## src/rtl/wsc_pkg.sv

```systemverilog
// Shared request codes, trap numbers and trap classes for the window controller.
package wsc_pkg;
    typedef enum logic [2:0] {
        OP_SAVE       = 3'd0,
        OP_RESTORE    = 3'd1,
        OP_FLUSH      = 3'd2,
        OP_SAVED      = 3'd3,
        OP_RESTORED   = 3'd4,
        OP_SET_WSTATE = 3'd5,
        OP_SET_CWP    = 3'd6,
        OP_SET_OTHER  = 3'd7
    } wsc_op_e;

    typedef enum logic [1:0] {
        TK_NONE  = 2'd0,
        TK_SPILL = 2'd1,
        TK_FILL  = 2'd2,
        TK_CLEAN = 2'd3
    } trap_kind_e;

    localparam logic [8:0] TT_SPILL_BASE = 9'h080;
    localparam logic [8:0] TT_FILL_BASE  = 9'h0C0;
    localparam logic [8:0] TT_OTHER_FLAG = 9'h020;
    localparam logic [8:0] TT_CLEAN      = 9'h024;
endpackage

```

## src/rtl/wsc_trap_encode.sv

```systemverilog
// Builds the 9-bit trap number from a trap class and the window-state fields.
// Assumes: purely combinational; the caller registers the result.
module wsc_trap_encode
    import wsc_pkg::*;
(
    input  trap_kind_e  kind,
    input  logic        other_nz,
    input  logic [5:0]  wstate,
    output logic [8:0]  ttype
);
    logic [8:0] tail;

    // Pick the window-state field that forms the tail of the trap number.
    always_comb begin
        if (other_nz) tail = TT_OTHER_FLAG | {4'b0, wstate[5:3], 2'b00};
        else          tail = {4'b0, wstate[2:0], 2'b00};
    end

    // Combine the base number of the trap class with the tail.
    always_comb begin
        unique case (kind)
            TK_SPILL: ttype = TT_SPILL_BASE | tail;
            TK_FILL:  ttype = TT_FILL_BASE | tail;
            TK_CLEAN: ttype = TT_CLEAN;
            default:  ttype = 9'h000;
        endcase
    end
endmodule

```

## src/rtl/wsc_cwp.sv

```systemverilog
// Holds the current window pointer: steps it with wrap, loads it from a
// software value reduced modulo NWIN, and presents the reversed view.
// Assumes: at most one of step_down, step_up and load_en is high per cycle.
module wsc_cwp #(
    parameter int NWIN = 8,
    parameter int DW   = 8,
    localparam int CW  = $clog2(NWIN)
) (
    input  logic          clk,
    input  logic          rst_n,
    input  logic          step_down,
    input  logic          step_up,
    input  logic          load_en,
    input  logic [DW-1:0] load_val,
    output logic [CW-1:0] cwp,
    output logic [CW-1:0] cwp_sw
);
    localparam logic [CW-1:0] LAST = CW'(NWIN - 1);

    logic [CW-1:0] cwp_q;
    logic [DW-1:0] reduced;

    // Reduce the software value into the legal pointer range.
    always_comb reduced = load_val % DW'(NWIN);

    // Update the pointer on a step or a software load.
    always_ff @(posedge clk) begin
        if (!rst_n)         cwp_q <= '0;
        else if (load_en)   cwp_q <= LAST - CW'(reduced);
        else if (step_down) cwp_q <= (cwp_q == '0) ? LAST : cwp_q - CW'(1);
        else if (step_up)   cwp_q <= (cwp_q == LAST) ? '0 : cwp_q + CW'(1);
    end

    assign cwp    = cwp_q;
    assign cwp_sw = LAST - cwp_q;

    p_cwp_range_r10: assert property (@(posedge clk) disable iff (!rst_n)
        cwp_q <= LAST);
    p_sw_write_r10: assert property (@(posedge clk) disable iff (!rst_n)
        load_en |=> (DW'(cwp_sw) == $past(load_val) % DW'(NWIN)));
    p_step_down_wrap_r4: assert property (@(posedge clk) disable iff (!rst_n)
        (step_down && !load_en && cwp_q == '0) |=> (cwp_q == LAST));
endmodule

```

## src/rtl/wsc_occupancy.sv

```systemverilog
// Keeps the four window occupancy counters, decides for each request
// whether it moves the counters and pointer or raises a trap, and reports
// the pointer step and the trap class.
// Assumes: NWIN >= 4; counter arithmetic wraps at the counter width.
module wsc_occupancy
    import wsc_pkg::*;
#(
    parameter int NWIN = 8,
    localparam int CW  = $clog2(NWIN)
) (
    input  logic          clk,
    input  logic          rst_n,
    input  logic          req_valid,
    input  wsc_op_e       op,
    input  logic [CW-1:0] other_val,
    output logic [CW-1:0] cansave,
    output logic [CW-1:0] canrestore,
    output logic [CW-1:0] cleanwin,
    output logic [CW-1:0] otherwin,
    output trap_kind_e    kind,
    output logic          step_down,
    output logic          step_up
);
    localparam logic [CW-1:0] SAVE_FULL = CW'(NWIN - 2);
    localparam logic [CW-1:0] CLEAN_TOP = CW'(NWIN - 1);
    localparam logic [CW-1:0] ONE       = CW'(1);

    logic [CW-1:0] cs_q, cr_q, cl_q, ow_q;
    logic [CW-1:0] cs_d, cr_d, cl_d, ow_d;

    // Decide the outcome of the request and the next counter values.
    always_comb begin
        cs_d = cs_q; cr_d = cr_q; cl_d = cl_q; ow_d = ow_q;
        kind = TK_NONE; step_down = 1'b0; step_up = 1'b0;
        if (req_valid) begin
            unique case (op)
                OP_SAVE: begin
                    if (cs_q == '0)        kind = TK_SPILL;
                    else if (cl_q == cr_q) kind = TK_CLEAN;
                    else begin
                        cs_d = cs_q - ONE; cr_d = cr_q + ONE; step_down = 1'b1;
                    end
                end
                OP_RESTORE: begin
                    if (cr_q == '0) kind = TK_FILL;
                    else begin
                        cs_d = cs_q + ONE; cr_d = cr_q - ONE; step_up = 1'b1;
                    end
                end
                OP_FLUSH: begin
                    if (cs_q != SAVE_FULL) kind = TK_SPILL;
                end
                OP_SAVED: begin
                    cs_d = cs_q + ONE;
                    if (ow_q != '0) ow_d = ow_q - ONE;
                    else            cr_d = cr_q - ONE;
                end
                OP_RESTORED: begin
                    cr_d = cr_q + ONE;
                    if (cl_q < CLEAN_TOP) cl_d = cl_q + ONE;
                    if (ow_q != '0) ow_d = ow_q - ONE;
                    else            cs_d = cs_q - ONE;
                end
                OP_SET_OTHER: ow_d = other_val;
                default: ;
            endcase
        end
    end

    // Register the counters, loading their reset values.
    always_ff @(posedge clk) begin
        if (!rst_n) begin
            cs_q <= SAVE_FULL; cr_q <= '0; cl_q <= CLEAN_TOP; ow_q <= '0;
        end else begin
            cs_q <= cs_d; cr_q <= cr_d; cl_q <= cl_d; ow_q <= ow_d;
        end
    end

    assign cansave    = cs_q;
    assign canrestore = cr_q;
    assign cleanwin   = cl_q;
    assign otherwin   = ow_q;

    p_spill_hold_r2: assert property (@(posedge clk) disable iff (!rst_n)
        (req_valid && op == OP_SAVE && cs_q == '0)
        |=> ($stable(cs_q) && $stable(cr_q)));
    p_clean_hold_r3: assert property (@(posedge clk) disable iff (!rst_n)
        (req_valid && op == OP_SAVE && cs_q != '0 && cl_q == cr_q)
        |=> ($stable(cs_q) && $stable(cr_q) && $stable(cl_q)));
    p_save_move_r4: assert property (@(posedge clk) disable iff (!rst_n)
        (req_valid && op == OP_SAVE && cs_q != '0 && cl_q != cr_q)
        |=> (cs_q == $past(cs_q) - ONE && cr_q == $past(cr_q) + ONE));
    p_flush_quiet_r7: assert property (@(posedge clk) disable iff (!rst_n)
        (req_valid && op == OP_FLUSH)
        |=> ($stable(cs_q) && $stable(cr_q) && $stable(cl_q) && $stable(ow_q)));
    p_conserve_r8: assert property (@(posedge clk) disable iff (!rst_n)
        (req_valid && (op == OP_SAVED || op == OP_RESTORED))
        |=> (CW'(cs_q + cr_q + ow_q) == CW'($past(cs_q) + $past(cr_q) + $past(ow_q))));
    p_clean_cap_r9: assert property (@(posedge clk) disable iff (!rst_n)
        cl_q <= CLEAN_TOP);
endmodule

```

## src/rtl/wsc_window_ctrl.sv

```systemverilog
// Register window occupancy controller: accepts one request per cycle,
// keeps counters, pointer and window-state, and reports traps one cycle later.
// Assumes: synchronous active-low reset; req_op is meaningful only with req_valid.
module wsc_window_ctrl
    import wsc_pkg::*;
#(
    parameter int NWIN = 8,
    parameter int DW   = 8
) (
    input  logic                    clk,
    input  logic                    rst_n,
    input  logic                    req_valid,
    input  logic [2:0]              req_op,
    input  logic [DW-1:0]           req_data,
    output logic                    trap_valid,
    output logic [8:0]              trap_type,
    output logic [$clog2(NWIN)-1:0] cwp,
    output logic [$clog2(NWIN)-1:0] cwp_sw,
    output logic [$clog2(NWIN)-1:0] cansave,
    output logic [$clog2(NWIN)-1:0] canrestore,
    output logic [$clog2(NWIN)-1:0] cleanwin,
    output logic [$clog2(NWIN)-1:0] otherwin,
    output logic [5:0]              wstate
);
    localparam int CW = $clog2(NWIN);

    wsc_op_e    op;
    trap_kind_e kind;
    logic       step_down, step_up, cwp_load;
    logic [8:0] ttype_d;
    logic [5:0] wstate_q;
    logic       trap_valid_q;
    logic [8:0] trap_type_q;

    assign op       = wsc_op_e'(req_op);
    assign cwp_load = req_valid && (op == OP_SET_CWP);

    wsc_occupancy #(.NWIN(NWIN)) u_occ (
        .clk(clk), .rst_n(rst_n), .req_valid(req_valid), .op(op),
        .other_val(req_data[CW-1:0]),
        .cansave(cansave), .canrestore(canrestore),
        .cleanwin(cleanwin), .otherwin(otherwin),
        .kind(kind), .step_down(step_down), .step_up(step_up)
    );

    wsc_cwp #(.NWIN(NWIN), .DW(DW)) u_cwp (
        .clk(clk), .rst_n(rst_n), .step_down(step_down), .step_up(step_up),
        .load_en(cwp_load), .load_val(req_data), .cwp(cwp), .cwp_sw(cwp_sw)
    );

    wsc_trap_encode u_enc (
        .kind(kind), .other_nz(otherwin != '0), .wstate(wstate_q), .ttype(ttype_d)
    );

    // Hold the window-state register, loaded by its own request code.
    always_ff @(posedge clk) begin
        if (!rst_n)                               wstate_q <= '0;
        else if (req_valid && op == OP_SET_WSTATE) wstate_q <= req_data[5:0];
    end

    // Register the trap pulse and its number.
    always_ff @(posedge clk) begin
        if (!rst_n) begin
            trap_valid_q <= 1'b0;
            trap_type_q  <= '0;
        end else begin
            trap_valid_q <= (kind != TK_NONE);
            trap_type_q  <= ttype_d;
        end
    end

    assign trap_valid = trap_valid_q;
    assign trap_type  = trap_type_q;
    assign wstate     = wstate_q;

    p_trap_shape_r6: assert property (@(posedge clk) disable iff (!rst_n)
        trap_valid |-> (trap_type[7] || trap_type == TT_CLEAN));
    p_trap_needs_req_r6: assert property (@(posedge clk) disable iff (!rst_n)
        !req_valid |=> !trap_valid);
    p_quiet_type_r6: assert property (@(posedge clk) disable iff (!rst_n)
        !trap_valid |-> (trap_type == 9'h000));
endmodule

```

## config.mk

```make
export PLATFORM = sky130hd
export DESIGN_NAME = wsc_window_ctrl
export DESIGN_NICKNAME = d
export VERILOG_FILES = /design/src/rtl/wsc_pkg.sv /design/src/rtl/wsc_trap_encode.sv /design/src/rtl/wsc_cwp.sv /design/src/rtl/wsc_occupancy.sv /design/src/rtl/wsc_window_ctrl.sv
export SDC_FILE = /design/constraint.sdc
export NUM_CORES = 1
export LEC_CHECK = 0
export ABC_AREA = 1
export BUFFER_PORTS_ARGS = -buffer_cell sky130_fd_sc_hd__buf_2
export CAP_MARGIN = 20
export CORE_MARGIN = 8
export CORE_UTILIZATION = 48
export CTS_CLUSTER_SIZE = 14
export DETAILED_ROUTE_END_ITERATION = 8
export GPL_ROUTABILITY_DRIVEN = 0
export PLACE_DENSITY_LB_ADDON = 0.3
export SYNTH_ARGS = -nofsm -noshare
export SYNTH_HDL_FRONTEND = slang
export SYNTH_HIERARCHICAL = 1
export SYNTH_SLANG_ARGS = --single-unit
```

## constraint.sdc

```tcl
create_clock -name clk -period 1.7 [get_ports clk]
set_input_delay 0.34 -clock clk [delete_from_list [all_inputs] [get_ports clk]]
set_output_delay 0.34 -clock clk [all_outputs]
set_load 0.05 [all_outputs]
```

== Word level (Yosys, flattened, before mapping) ==
Index checks and enable logic that the tools add are counted.

* Memories: 0
* Output and inout port bits: 34
* Bits in read-only memories: 0
* Latch bits: 0
* Bits of input ports: 14
* Memory bits (writable): 0
* Register bits after elaboration: 31

* Shift operators: 0
* Bitwise operators: 0
* Divide/modulo/power cells: 0
* Muxes and demuxes: 32
* Order comparisons: 1
* Reductions and logical operators: 16
* Add/sub/neg operators: 10
* Multiply operators: 0
* Eq/ne operators: 19

{| class="wikitable"
|+ Operators with widths
! cell !! number
|-
| 3-bit 2-to-1 mux || 14
|-
| 9-bit case mux with 3 select lines || 1
|-
| 3-bit case mux with 4 select lines || 2
|-
| 3-bit == test, second input constant || 5
|-
| 3-bit by 1-bit adder with 3-bit output, second input constant || 4
|-
| 3-bit zero test || 4
|-
| 6-bit AND reduction || 2
|-
| 3-bit by 1-bit subtractor with 3-bit output, second input constant || 4
|-
| 2-bit inequality test, second input constant || 5
|-
| 1-bit 2-to-1 mux || 8
|-
| 2-bit 2-to-1 mux || 4
|-
| 3-bit by 2-bit == test with 1-bit output, second input constant || 2
|-
| 6-bit 2-to-1 mux || 1
|-
| 2-bit case mux with 3 select lines || 1
|-
| 3-bit case mux with 2 select lines || 1
|-
| 3-bit AND reduction || 2
|-
| 3-bit nonzero test || 2
|-
| 3-bit subtractor, first input constant || 2
|-
| 2-bit == test, second input constant || 2
|-
| 2-bit nonzero test || 2
|-
| 4-bit nonzero test || 1
|-
| 3-bit by 1-bit == test with 1-bit output, second input constant || 1
|-
| 3-bit == test || 1
|-
| 3-bit < comparator, second input constant || 1
|-
| 5 further kinds || 6
|}

== Logic depth before layout (Yosys ltp) ==
Gate-level depths: netlist of run 1.

* Word-level depth: 7
* Mapped depth: 14
* Mapped depth without buffers: 14

== Modules after synthesis ==
The synthesis of run 1 kept the hierarchy.

{| class="wikitable"
|+ Modules (own cells, without submodules)
! module !! instances !! cells an instance !! seq. area each (sq um) !! area an instance (sq um)
|-
| wsc_occupancy || 1 || 144 || 240.2 || 903.4
|-
| wsc_window_ctrl || 1 || 76 || 320.3 || 614.3
|-
| wsc_cwp || 1 || 44 || 60.1 || 287.8
|-
| wsc_trap_encode || 1 || 32 || 0.0 || 166.4
|}

== Least setup slack after synthesis of run 1 ==
No wires, ideal clock.

* Path kind: reg-to-reg
* Start point: register u_occ.cr_q[0], in the netlist u_occ/canrestore[0]
* End point: register trap_type_q[5], in the netlist trap_type[5]
* Cell stages (with the launch flop): 15
* Setup time: 109 ps
* Setup slack: -546 ps
* Clock period less this slack: 2246 ps
* Required time: 1591 ps
* Data arrival time: 2138 ps
* Cells stage by stage: dfxtp_1 > inv_1 > nand2_1 > nand2_1 > nor2_1 > nand3_2 > a21oi_1 > inv_1 > ha_1 > nor2_1 > nor2_1 > nand2_1 > nand2_1 > nand2_1 > inv_1

* Word-level cells in the longest chain between the ends: 7
* Elaborated cells between the ends (all ways): 11
* Classes of those cells: eq/ne (4); mux (6); reduce/logical (1)

{| class="wikitable"
|+ RTL lines
! element !! line !! RTL
|-
| start: declaration || wsc_occupancy.sv:28 || <nowiki>logic [CW-1:0] cs_q, cr_q, cl_q, ow_q;</nowiki>
|-
| start signal: assignment || wsc_occupancy.sv:75 || <nowiki>cs_q <= cs_d; cr_q <= cr_d; cl_q <= cl_d; ow_q <= ow_d;</nowiki>
|-
| 3-bit == test * || wsc_occupancy.sv:39 || <nowiki>else if (cl_q == cr_q) kind = TK_CLEAN;</nowiki>
|-
| 2-bit 2-to-1 mux * || wsc_occupancy.sv:39 ||
|-
| 2-bit 2-to-1 mux * || wsc_occupancy.sv:38 || <nowiki>if (cs_q == '0) kind = TK_SPILL;</nowiki>
|-
| 2-bit case mux with 3 select lines * || wsc_occupancy.sv:36 || <nowiki>unique case (op)</nowiki>
|-
| 2-bit 2-to-1 mux * || wsc_occupancy.sv:35 || <nowiki>if (req_valid) begin</nowiki>
|-
| named net kind[0] || wsc_window_ctrl.sv:28 || <nowiki>trap_kind_e kind;</nowiki>
|-
| 2-bit == test / 2-bit by 1-bit == test with 1-bit output (equally long branches) || wsc_trap_encode.sv:21 || <nowiki>unique case (kind)</nowiki>
|-
| 9-bit case mux with 3 select lines * || wsc_trap_encode.sv:21 ||
|-
| named net ttype_d[5] || wsc_window_ctrl.sv:30 || <nowiki>logic [8:0] ttype_d;</nowiki>
|-
| end signal: assignment || wsc_window_ctrl.sv:68 || <nowiki>trap_type_q <= ttype_d;</nowiki>
|-
| end: declaration || wsc_window_ctrl.sv:33 || <nowiki>logic [8:0] trap_type_q;</nowiki>
|}

Mark *: on every way through the listed nets, which the timed path passes. The rest lies on a longest branch.
A chain may end at the register's enable or synchronous reset.

== Worst setup path in the final report of run 1 ==
* Start point: register u_occ.cr_q[1], in the netlist u_occ/canrestore[1]
* End point: register trap_type_q[5], in the netlist trap_type[5]

* Word-level cells in the longest chain between the ends: 7
* Elaborated cells between the ends (all ways): 11
* Classes of those cells: eq/ne (4); mux (6); reduce/logical (1)

{| class="wikitable"
|+ RTL lines
! element !! line
|-
| 3-bit == test || wsc_occupancy.sv:39
|-
| 2-bit 2-to-1 mux || wsc_occupancy.sv:39
|-
| 2-bit 2-to-1 mux || wsc_occupancy.sv:38
|-
| 2-bit case mux with 3 select lines * || wsc_occupancy.sv:36
|-
| 2-bit 2-to-1 mux * || wsc_occupancy.sv:35
|-
| named net kind[1] || wsc_window_ctrl.sv:28
|-
| 2-bit == test / 2-bit by 1-bit == test with 1-bit output (equally long branches) || wsc_trap_encode.sv:21
|-
| 9-bit case mux with 3 select lines * || wsc_trap_encode.sv:21
|-
| named net ttype_d[5] || wsc_window_ctrl.sv:30
|}

Marks and branches as above.

==> results.sh, run 1 <==
export IMPL_cp_arrival_ns=1.98
export IMPL_hp_start="req_data[5]"
export IMPL_row_count=23
export IMPL_core_area_mm2=0.003971
export IMPL_cp_end_kind="flop"
export IMPL_fin_ws_ns=-0.04880
export IMPL_top_layer="met4"
export IMPL_final_layout_size_suffix_gt1_frac=0.4037
export IMPL_die_area_mm2=0.006415
export IMPL_crit_fanout=4
export IMPL_drt_pre_antenna_iters=4
export IMPL_critPathTopFamily="simple AND/OR/NAND/NOR gates"
export IMPL_dp_cells=415
export IMPL_vdd_drop_max_mv=0.4060
export IMPL_drc=0
export IMPL_drv_cap=0
export IMPL_synthCells=296
export IMPL_path_clk_slew_ns=0.07
export IMPL_finalSetupViolations=4
export IMPL_wl_met1_um=2177
export IMPL_p_per_area_mw_per_mm2=691.2
export IMPL_die_x_um=80.10
export IMPL_track_usage=0.1525
export IMPL_leakage_nw=1.559
export IMPL_synth_area_leaders="dfxtp_1, nand2_1, inv_1"
export IMPL_drtIter0Drc=79
export IMPL_grt_pass1_vias=1862
export IMPL_critical_path_buf_inv_count=3
export IMPL_r2r_start="u_occ/canrestore[1]$_SDFFE_PN0P_"
export IMPL_syn_area_mm2=0.001972
export IMPL_post_synth_top_count_cell="nand2_1"
export IMPL_cts_tree="built"
export IMPL_grt_overflow=0
export IMPL_dp_hpwl_um=3553
export IMPL_synthFlopType="dfxtp_1"
export IMPL_synth_top_area_frac=0.3147
export IMPL_cts_root_buf="clkbuf_8"
export IMPL_dp_slack_ns=-0.2125
export IMPL_synth_edf_count=0
export IMPL_fillers=342
export IMPL_outcome="finished with violations"
export IMPL_post_drt_wl_per_cell_um=11.19
export IMPL_layout_nets=406
export IMPL_yosys_cell_types_count=32
export IMPL_area_growth_pct=36.67
export IMPL_via_per_inst=4.650
export IMPL_multiInputGateArea_mm2=0.001162
export IMPL_ant_nets=0
export IMPL_cp_slowest_cell="dfxtp_4"
export IMPL_fmax_ghz=0.5718
export IMPL_die_h_um=80.10
export IMPL_fin_util=0.6786
export IMPL_htreeDepth=2
export IMPL_ys_top_cells_by_count="nand2_1, inv_1, dfxtp_1, nor2_1, nand3_1"
export IMPL_cts_num_sinks=31
export IMPL_yosysWarnings=6
export IMPL_async_flop_share=0
export IMPL_critPathMaxStageDelay_ns=0.37
export IMPL_period_needed_ns=1.749
export IMPL_numCtsBuffers=5
export IMPL_startpoint="u_occ/canrestore[1]$_SDFFE_PN0P_"
export IMPL_stdcell_count=429
export IMPL_period_share=1.029
export IMPL_crit_type="reg -> reg"
export IMPL_grt_max_degree=22
export IMPL_portBuffers=45
export IMPL_drv_slew=0
export IMPL_cp_start_kind="flop"
export IMPL_worstPathCellList="inv_2 -> nand2_2 -> nand2_2 -> nor2_2 -> nand4_1 -> a21oi_2 -> buf_4 -> ha_4 -> nor2_4 -> nor2_4 -> nand2_1 -> nand2_1 -> nand2_1 -> inv_1"
export IMPL_start_util=0.4965
export IMPL_placed_cell_area_mm2=0.002480
export IMPL_cts_max_path_buffers=2
export IMPL_final_seq_area_um2=646.9
export IMPL_min_path_type="in -> reg"
export IMPL_finalClockSkew_ns=0.007156
export IMPL_design_area_mm2=0.002695
export IMPL_path_common_cell="nand2_1"
export IMPL_rsz0062_at_grt="yes"
export IMPL_wl_met2_um=2333
export IMPL_antenna_found_initial=0
export IMPL_diodes=0
export IMPL_final_setup_tns_ns=-0.1547
export IMPL_yosys_area_top_type="dfxtp_1"
export IMPL_clk_latency_ns=0.28
export IMPL_avgSynthCellArea_um2=6.662
export IMPL_violations="setup timing"
export IMPL_ios=48
export IMPL_worstPathRequired_ns=1.93
export IMPL_finalHoldViolations=0
export IMPL_met3WireLength_um=255
export IMPL_synth_seq_area_share=0.3147
export IMPL_vias=1995
export IMPL_wirelength_um=4802
export IMPL_grt_pass1_wl_um=7997
export IMPL_ff2ff_setup_slack_ns=-0.05
export IMPL_yosys_register_bits=31
-- placed cells by master (no fill, tap or decap), types with 3 or more instances in the layout --
cell / instances
ha_1: 7
nor2_4: 3
nand2_1: 75
nand2_2: 7
a21oi_1: 12
dfxtp_1: 18
inv_1: 47
o21ai_0: 8
a21oi_2: 3
dfxtp_4: 4
nor2_2: 12
buf_4: 35
nand4_1: 3
buf_2: 45
conb_1: 3
inv_2: 15
clkbuf_8: 6
dfxtp_2: 9
nor2_1: 21
nand3_1: 16
-- power breakdown --
group	total (W)	leakage [nW]	internal, W	switching, W
logic	0.000492	1.26	0.000168	0.000324
clock network	0.000587	0.0470	0.000317	0.000270
registers	0.000783	0.255	0.000756	0.0000270
-- stage by stage --
stage,power (W),hold WS [ns]
global placement,0.001264,0.4636
global route,0.001972,0.4175
floorplan,0.001136,0.5045
finish,0.001863,0.3827
CTS,0.001881,0.3827
detailed placement,0.001271,0.4691
-- kinds of logic after synthesis --
family,Yosys count,synth area share
muxes,2,0.01015
buffers and inverters,70,0.1466
adders and majority gates,13,0.09010
DFF,31,0.3147
AOI/OAI and AO/OA,29,0.08312
xor gates and xnor gates,4,0.01777
other,1,0.001902
and+or+nand+nor,146,0.3357
-- sequential cells by signal (all words and copies together) (netlist names) --
signal,count
u_occ/canrestore,3
u_occ/cansave,3
wstate,6
trap_type,9
u_occ/otherwin,3
trap_valid,1
u_occ/cleanwin,3
u_cwp/cwp,3
-- tightest hold or removal path: cells and delay by family --
family	cells	cell delay, ns
AND/OR/NAND/NOR	3	0.18
buffers and inverters	2	0.11
-- layout make-up --
| cell class | instances | share of cell area |
|---|---|---|
| Clock buffer | 6 | 0.03064 |
| Clock inverter | 1 | 0.001857 |
| Inverter | 64 | 0.09192 |
| Multi-Input combinational cell | 197 | 0.4313 |
| Sequential cell | 31 | 0.2400 |
| Tap cell | 50 | 0.02321 |
| Timing Repair Buffer | 80 | 0.1811 |
-- worst paths after layout --
| check | to | depth (start not counted) |
|---|---|---|
| max reg2reg | trap_type[5]$_SDFF_PN0_ | 14 |
| min | wstate[5]$_SDFFE_PN0P_ | 5 |
| max | trap_type[5]$_SDFF_PN0_ | 14 |
| min reg2reg | u_occ/cansave[1]$_SDFFE_PN1P_ | 2 |
-- per-layer routing --
layer  GRT usage  up-vias
met5           0        -
met4     0.04727        0
met3     0.04464        6
met2      0.2587       54
met1      0.1798      871
li1            -     1064
-- repair_timing --
| action | 4_1_cts | 5_1_grt |
|---|---|---|
| hold endpoints to repair | 0 | 0 |
| pin swaps | 14 | 6 |
| buffers inserted | 7 | 1 |
| hold buffers | 0 | 0 |
| setup endpoints to repair | 4 | 4 |
| resized for setup | 13 | 7 |
No activity file was read; power rests on OpenSTA's default activity.
==> inputs of run 2 (changes only) <==
- PLACE_DENSITY_LB_ADDON: 0.3 -> 0.05
==> run 2 against run 1 <==
Against the previous run: the run still ends with setup timing left; clock skew decreased by 0.0011 ns; routed wire length decreased by 2.8%; sequential cell count unchanged; first-iteration DRC count decreased by 10%; via count decreased by 0.90%; clock-buffer cell count increased by 1; sequential share of layout area increased by 0.57 points; power increased by 6.4%; non-clock buffer count decreased by 7; worst hold slack got worse by 0.0081 ns; largest cell class unchanged; highest routed layer unchanged.
==> results.sh, run 2 (same netlist as run 1, synthesis figures left out) <==
export IMPL_outcome="finished with violations"
export IMPL_violations="setup timing"
export IMPL_final_layout_size_suffix_gt1_frac=0.3807
export IMPL_cts_max_path_buffers=2
export IMPL_fin_ws_ns=-0.005746
export IMPL_vias=1977
export IMPL_fillers=373
export IMPL_critical_path_buf_inv_count=3
export IMPL_drc=0
export IMPL_ios=48
export IMPL_multiInputGateArea_mm2=0.001127
export IMPL_rsz0062_at_grt="yes"
export IMPL_grt_pass1_wl_um=8169
export IMPL_critPathMaxStageDelay_ns=0.35
export IMPL_drv_slew=0
export IMPL_start_util=0.4965
export IMPL_grt_overflow=0
export IMPL_fmax_ghz=0.5863
export IMPL_placed_cell_area_mm2=0.002465
export IMPL_p_switching_w=0.0006438
export IMPL_finalSetupViolations=1
export IMPL_final_cell_mix="nand2_1, inv_1, buf_2"
export IMPL_leakage_nw=1.533
export IMPL_drv_cap=0
export IMPL_cts_root_buf="clkbuf_8"
export IMPL_largest_reg_flops=9
export IMPL_cts_num_sinks=31
export IMPL_die_x_um=80.10
export IMPL_numCtsBuffers=5
export IMPL_core_area_mm2=0.003971
export IMPL_vdd_drop_max_mv=0.4421
export IMPL_min_path_type="in -> reg"
export IMPL_ant_nets=0
export IMPL_dp_hpwl_um=3705
export IMPL_comb_power_share=0.246
export IMPL_cp_start_kind="flop"
export IMPL_htreeDepth=2
export IMPL_cp_end_kind="flop"
export IMPL_row_count=23
export IMPL_track_usage=0.1586
export IMPL_layout_nets=399
export IMPL_final_common_cell="nand2_1"
export IMPL_p_int_w=0.001338
export IMPL_finalPower_w=0.001981
export IMPL_die_area_mm2=0.006415
export IMPL_drt_pre_antenna_iters=4
export IMPL_dp_slack_ns=-0.1928
export IMPL_die_h_um=80.10
export IMPL_crit_fanout=4
export IMPL_critPathTopFamily="simple AND/OR/NAND/NOR gates"
export IMPL_clk_latency_ns=0.29
export IMPL_portBuffers=45
export IMPL_cts_tree="built"
export IMPL_diodes=0
export IMPL_p_per_area_mw_per_mm2=752.6
export IMPL_drtIter0Drc=71
export IMPL_via_per_inst=4.674
export IMPL_period_share=1.003
export IMPL_path_common_cell="nand2_1"
export IMPL_cp_slowest_cell="dfxtp_2"
export IMPL_final_seq_area_um2=646.9
export IMPL_crit_type="reg -> reg"
export IMPL_antenna_found_initial=0
export IMPL_grt_pass1_vias=1932
export IMPL_worstPathRequired_ns=1.89
export IMPL_worstPathCellList="xnor2_2 -> buf_4 -> nand4_1 -> a21oi_2 -> inv_1 -> ha_2 -> nor2_4 -> nor2_4 -> nand2_1 -> nand2_1 -> nand2_1 -> inv_1"
export IMPL_design_area_mm2=0.002633
export IMPL_sequentialPowerShare=0.394
export IMPL_area_growth_pct=33.50
export IMPL_wirelength_um=4666
export IMPL_path_clk_slew_ns=0.07
export IMPL_cp_arrival_ns=1.90
export IMPL_p_clk_frac=0.359
export IMPL_finalClockSkew_ns=0.006030
export IMPL_finalHoldViolations=0
export IMPL_netSwitchingFraction=0.3249
export IMPL_fin_util=0.6629
export IMPL_holdBufCountCts=0
export IMPL_hold_slack_ns=0.3745
export IMPL_period_needed_ns=1.706
export IMPL_post_drt_wl_per_cell_um=11.03
export IMPL_grt_max_degree=16
## run 2: repair_timing
action | CTS | global route
hold endpoints to repair | 0 | 0
pin swaps | 5 | 8
buffers inserted | 2 | 0
setup endpoints to repair | 4 | 4
gates resized for setup | 5 | 8
## run 2: worst paths after layout
path	start	end	slack, ns	cells past startpoint
max	u_occ/canrestore[2]$_SDFFE_PN0P_	trap_type[2]$_SDFF_PN0_	-0.006	12
min	req_data[4]	wstate[4]$_SDFFE_PN0P_	0.37	5
max reg2reg	u_occ/canrestore[2]$_SDFFE_PN0P_	trap_type[2]$_SDFF_PN0_	-0.006	12
min reg2reg	u_occ/otherwin[1]$_SDFFE_PN0P_	u_occ/otherwin[1]$_SDFFE_PN0P_	0.49	2
## run 2: power groups by stage
stage                     registers [W]  logic [W]  clock network [W]
after detailed placement       0.000798   0.000476                  0
after floorplan                0.000905   0.000231                  0
after global routing           0.000786   0.000541           0.000766
after global placement         0.000797   0.000470                  0
after CTS                      0.000781   0.000484           0.000737
final                          0.000781   0.000488           0.000712
## run 2: worst min-delay path, stage by stage
cell and delay [ns]:
buf_2 0.07, inv_1 0.03, nand3_1 0.06, nand2_1 0.05, nor2_1 0.07
## run 2: layout make-up
type	count	share of cell area
repair buffers	73	0.1654
well taps	50	0.02376
flip-flops and latches	31	0.2457
clock buffers	7	0.04087
inverters	64	0.09411
clock inverters	1	0.001901
multi-input cells	197	0.4282
## run 2: per-stage QoR
stage                TNS (ns)  cells
floorplan             -0.1812    298
global placement      -0.7178    413
detailed placement     -1.017    413
CTS                  -0.03694    423
global route          -0.4798    423
finish              -0.005746    423
## run 2: routing by layer
layer	part of all wire	wire length [um]	global-route usage
met1	0.45	2120	0.1740
met2	0.46	2128	0.2700
met3	0.067	311	0.05357
met4	0.023	106	0.07091
met5	0	0	0
